## src/rtl/bcg_pkg.sv

```systemverilog
package bcg_pkg;

    // Burst length codes; any other value acts as a single column.
    typedef enum logic [2:0] {
        BL_ONE   = 3'b000,
        BL_TWO   = 3'b001,
        BL_FOUR  = 3'b010,
        BL_EIGHT = 3'b011,
        BL_PAGE  = 3'b111
    } bl_code_e;

    // Captured configuration of the running burst.
    typedef struct packed {
        logic       full;      // full-page burst, no natural end
        logic       ilv;       // XOR ordering in effect
        logic [1:0] len_log2;  // log2 of finite length
    } burst_cfg_t;

    localparam int LEN_LOG2_MAX = 3;

    function automatic burst_cfg_t decode_cfg(input logic [2:0] code, input logic ilv_req);
        burst_cfg_t c;
        c.full     = 1'b0;
        c.len_log2 = 2'd0;
        case (code)
            BL_TWO:   c.len_log2 = 2'd1;
            BL_FOUR:  c.len_log2 = 2'd2;
            BL_EIGHT: c.len_log2 = 2'd3;
            BL_PAGE:  c.full     = 1'b1;
            default:  c.len_log2 = 2'd0;
        endcase
        // full page only runs sequentially
        c.ilv = ilv_req & ~c.full;
        return c;
    endfunction

endpackage

```

## src/rtl/bcg_mask_gen.sv

```systemverilog
module bcg_mask_gen
    import bcg_pkg::*;
#(
    parameter int COL_W = 10
) (
    input  burst_cfg_t       cfg,
    output logic [COL_W-1:0] mask
);
    // A set mask bit marks a column bit that moves inside the burst block.
    for (genvar i = 0; i < COL_W; i++) begin : g_bit
        if (i < LEN_LOG2_MAX) begin : g_low
            assign mask[i] = cfg.full | ({30'd0, cfg.len_log2} > i);
        end else begin : g_high
            assign mask[i] = cfg.full;
        end
    end
endmodule

```

## src/rtl/bcg_step_ctr.sv

```systemverilog
module bcg_step_ctr #(
    parameter int COL_W = 10
) (
    input  logic             clk,
    input  logic             rst,
    input  logic             ce,
    input  logic             start,
    input  logic             stop,
    input  logic             full,
    input  logic [COL_W-1:0] mask,
    output logic             active,
    output logic [COL_W-1:0] step,
    output logic             at_end
);
    logic             active_q;
    logic [COL_W-1:0] step_q;

    assign at_end = ~full & (step_q == mask);

    always_ff @(posedge clk) begin
        if (rst) begin
            active_q <= 1'b0;
            step_q   <= '0;
        end else if (ce) begin
            if (start) begin
                active_q <= 1'b1;
                step_q   <= '0;
            end else if (stop) begin
                active_q <= 1'b0;
            end else if (active_q) begin
                if (at_end) active_q <= 1'b0;
                else        step_q   <= step_q + 1'b1;
            end
        end
    end

    assign active = active_q;
    assign step   = step_q;
endmodule

```

## src/rtl/bcg_col_former.sv

```systemverilog
module bcg_col_former #(
    parameter int COL_W = 10
) (
    input  logic [COL_W-1:0] base,
    input  logic [COL_W-1:0] mask,
    input  logic [COL_W-1:0] step,
    input  logic             ilv,
    output logic [COL_W-1:0] col
);
    logic [COL_W-1:0] sum;
    logic [COL_W-1:0] seq_col;
    logic [COL_W-1:0] xor_col;

    always_comb begin
        sum     = base + step;
        seq_col = (base & ~mask) | (sum & mask);
        xor_col = base ^ (step & mask);
        col     = ilv ? xor_col : seq_col;
    end
endmodule

```

## src/rtl/burst_col_gen.sv

```systemverilog
module burst_col_gen
    import bcg_pkg::*;
#(
    parameter int COL_W = 10
) (
    input  logic             clk,
    input  logic             rst,
    input  logic             ce,
    input  logic             start,
    input  logic             stop,
    input  logic [COL_W-1:0] start_col,
    input  logic [2:0]       bl_code,
    input  logic             interleave,
    output logic [COL_W-1:0] col_out,
    output logic             col_valid,
    output logic             col_last
);
    burst_cfg_t       cfg_q;
    logic [COL_W-1:0] base_q;
    logic [COL_W-1:0] mask;
    logic [COL_W-1:0] step;
    logic             active;
    logic             at_end;

    always_ff @(posedge clk) begin
        if (rst) begin
            cfg_q  <= '0;
            base_q <= '0;
        end else if (ce && start) begin
            cfg_q  <= decode_cfg(bl_code, interleave);
            base_q <= start_col;
        end
    end

    bcg_mask_gen #(.COL_W(COL_W)) u_mask (
        .cfg  (cfg_q),
        .mask (mask)
    );

    bcg_step_ctr #(.COL_W(COL_W)) u_step (
        .clk    (clk),
        .rst    (rst),
        .ce     (ce),
        .start  (start),
        .stop   (stop),
        .full   (cfg_q.full),
        .mask   (mask),
        .active (active),
        .step   (step),
        .at_end (at_end)
    );

    bcg_col_former #(.COL_W(COL_W)) u_form (
        .base (base_q),
        .mask (mask),
        .step (step),
        .ilv  (cfg_q.ilv),
        .col  (col_out)
    );

    assign col_valid = active;
    assign col_last  = active & at_end;
endmodule

```

## config.mk

```make
export PLATFORM = sky130hd
export DESIGN_NAME = burst_col_gen
export DESIGN_NICKNAME = d
export VERILOG_FILES = /design/src/rtl/bcg_pkg.sv /design/src/rtl/bcg_mask_gen.sv /design/src/rtl/bcg_step_ctr.sv /design/src/rtl/bcg_col_former.sv /design/src/rtl/burst_col_gen.sv
export SDC_FILE = /design/constraint.sdc
export NUM_CORES = 1
export LEC_CHECK = 0
export BUFFER_PORTS_ARGS = -buffer_cell sky130_fd_sc_hd__buf_2
export CAP_MARGIN = 20
export CORE_MARGIN = 4
export CORE_UTILIZATION = 39
export CTS_BUF_LIST = sky130_fd_sc_hd__clkbuf_8 sky130_fd_sc_hd__clkbuf_16
export DETAILED_ROUTE_END_ITERATION = 7
export RECOVER_POWER = 50
export SYNTH_ARGS = -nofsm -noshare
export SYNTH_HDL_FRONTEND = slang
export SYNTH_SLANG_ARGS = --single-unit
```

## constraint.sdc

```tcl
create_clock -name clk -period 3.04 [get_ports clk]
set_clock_uncertainty 0.2 [all_clocks]
set_input_delay 0.456 -clock clk [delete_from_list [all_inputs] [get_ports clk]]
set_output_delay 0.456 -clock clk [all_outputs]
set_load 0.02 [all_outputs]
```

==> results.ini <==
[synth]
synth-seq-cells=25
synth_area_leaders=dfxtp_1 (27%), ha_1 (14%), a21oi_1 (8.7%), nand2_1 (7.9%), xnor2_1 (3.8%)
synth_top_area_share_pct=27.10
synth_ff_type=dfxtp_1
synthCells=234
ys_async_sr_fraction_pct=0
netlist_area_um2=1847
yosysWarnings=0
syn_avg_cell_area_um2=7.892
synth_cell_types=47
synth_area_leader_cell=dfxtp_1
syn-num-nets=274
synth_edf_count=0
seq_area_frac_synth_pct=27.10

[worst_setup_path]
cp_max_fo=4
end_kind=output pin
cp.required_ps=2380
crit_family=compound AO/OA/AOI/OAI gates
crit_chain=ha_2 -> fa_2 -> a211o_1 -> o211ai_1 -> o21ai_1 -> a21oi_1 -> xor2_1 -> o21ai_0 -> buf_2
critical_path_buf_inv_count=1
crit_path_start_kind=register
path_class=register to output pin
rr_worst_depth=8
cp_slowest_cell=fa_2
worstPathArrival_ps=2260
rr_startpoint=cfg_q[1]$_SDFFE_PP0P_
timing.rr.end=u_step.step[5]$_SDFFE_PP0P_
r2r_slack_ps=280
slowest_delay_ps=360

[power_and_ir_drop]
vdd_drop_max_v=0.0001674
p_per_area_nw_per_um2=313.3
p_leak_nw=0.9399

[routing]
routed_wl_um=4525
drt_pass1_iterations=4
vias_per_cell=5.575
drtIter0Drc=69
drc=0
vias=1756
wl_per_cell_um=14.37
postRouteAntennaNets=0

[flow_run]
cap_viol_max_count=0

[layout]
antenna_cells=0
num-nets-final=304
drive_gt1_share_pct=19.77
stdcell_count=315
area_growth_syn_to_layout_pct=14.50
post-route-util_pct=47.26

[hold_path]
hp-class=primary input to register
hold_end=base_q[7]$_SDFFE_PP0P_
worstHoldStart=start_col[7]
whs_path_depth=3

[die]
die_w_um=76.82
die_y_um=76.82
coreArea_um2=4474
pin_count=31
start_util_pct=41.28
rows=24
dieArea_um2=5901

[sta]
tightestPinTransition_ps=739.7
hold_slack_ps=208.2
fmax_mhz=342.6
maxSlewViolCount=0
rsz0062_at_grt=no
finalSetupViolCount=0
period_needed_ps=2919
setup_slack_ps=120.9
hold_viol=0
relSlewSlack_pct=50.66
setup_tns_ps=0
layout_worst_path_cycle_share_pct=96.02

[clock_network]
cts-root-to-sink-buffers=2
hold_buffers=0
clkTransAtPathRegs_ps=90
clock_sinks=25
clock-root-buffer=clkbuf_8
clock_latency_ps=270
tritoncts=built
cts_setup_buffers=0
cts_max_level=1
cts_buffers=3

[place]
placed_cells=311
dpl.hpwl_um=3500
io_buffers=30
place_ws_ps=269.3
place.gp.congestion=0.7731

[global_routing]
gr-total-overflow=0
gr-usage-all-layers_pct=16.19
antenna_found_initial=0
grt_pass1_vias=1673
grt_pass1_wl_um=7900
grt_max_degree=26

[status]
status=complete, no violations

## layout make-up
cell class / count / area, µm²
Fill cell: 477 / 2360
Multi-Input combinational cell: 198 / 1314
Sequential cell: 25 / 503.0
Timing Repair Buffer: 35 / 182.7
Tap cell: 52 / 65.06
Clock buffer: 3 / 41.29
Clock inverter: 1 / 5.005
Inverter: 1 / 3.754
## flip-flops by register name, summed over array words and instances, names as in the netlist
signal,flops
base_q,10
cfg_q,4
u_step.active,1
u_step.step,10
## cell usage in the layout, fill, tap and decap left out, drive strengths merged, types with 4 or more instances in the layout
cell	instances
and3	4
a21o	4
xor2	7
dfxtp	25
o21ai	13
or3	4
nand2	39
buf	31
nand3b	4
a22oi	6
nor3	7
clkbuf	7
xnor2	8
nand3	7
a21oi	32
ha	20
nor2	14
## kinds of logic (layout without fill, tap and decap cells)
family,Yosys count,after routing,synth area share (%)
simple gates,89,89,23.92
compound gates,70,70,22.83
flops,25,25,27.10
fa+ha+maj,21,21,14.63
xor+xnor,15,15,7.114
buf+inv,11,40,2.710
mux,3,3,1.694
## repair_timing
item                                    CTS  global route
endpoints found under the setup margin    1             3
pin swaps                                 0             3
gates resized for setup                   1             8
## per-stage QoR
stage / total power [mW] / instance area [µm²]
after global routing: 0.7040 / 2115
final: 0.6625 / 2115
after global placement: 0.4711 / 2053
after detailed placement: 0.4721 / 2053
after CTS: 0.6726 / 2102
after floorplan: 0.4346 / 1847
## metal layers
layer,share of wire (%),GRT usage [%],vias to the layer above
met5,0,0,-
met4,0.80,3.804,0
met3,3.8,2.108,4
met2,43,25.26,26
met1,53,23.52,823
li1,-,-,903
## tightest hold or removal path, delay by kind of cell
family          cells  cell delay, ps
buf+inv             1              90
simple gates        1              40
compound gates      1              50
## report_power, final
part,internal [mW],switching [mW]
sequential,0.336,0.0124
clock,0.0917,0.107
combinational,0.0476,0.0672
## worst max path at each step
stage / startpoint / endpoint / slack (ps) / cells past startpoint
after CTS: base_q[3]$_SDFFE_PP0P_ / col_out[9] / 30 / 8
after detailed placement: base_q[0]$_SDFFE_PP0P_ / col_out[8] / 270 / 9
after floorplan: u_step.step[0]$_SDFFE_PP0P_ / col_out[8] / 200 / 8
final: base_q[0]$_SDFFE_PP0P_ / col_out[8] / 120 / 9
after global routing: base_q[0]$_SDFFE_PP0P_ / col_out[8] / 9 / 9
after global placement: base_q[0]$_SDFFE_PP0P_ / col_out[8] / 310 / 9
## synth_stat cells (3+ instances only)
master and instances:
nand3_1 7, and3_1 3, xor2_1 7, a21o_1 4, a22oi_1 6, nor2_1 13, dfxtp_1 25, clkbuf_1 7
nand2_1 39, o21ai_0 13, xnor2_1 8, ha_1 20, nor3_1 6, a21oi_1 32, nand3b_1 4
No activity file was read; power rests on OpenSTA's default activity.
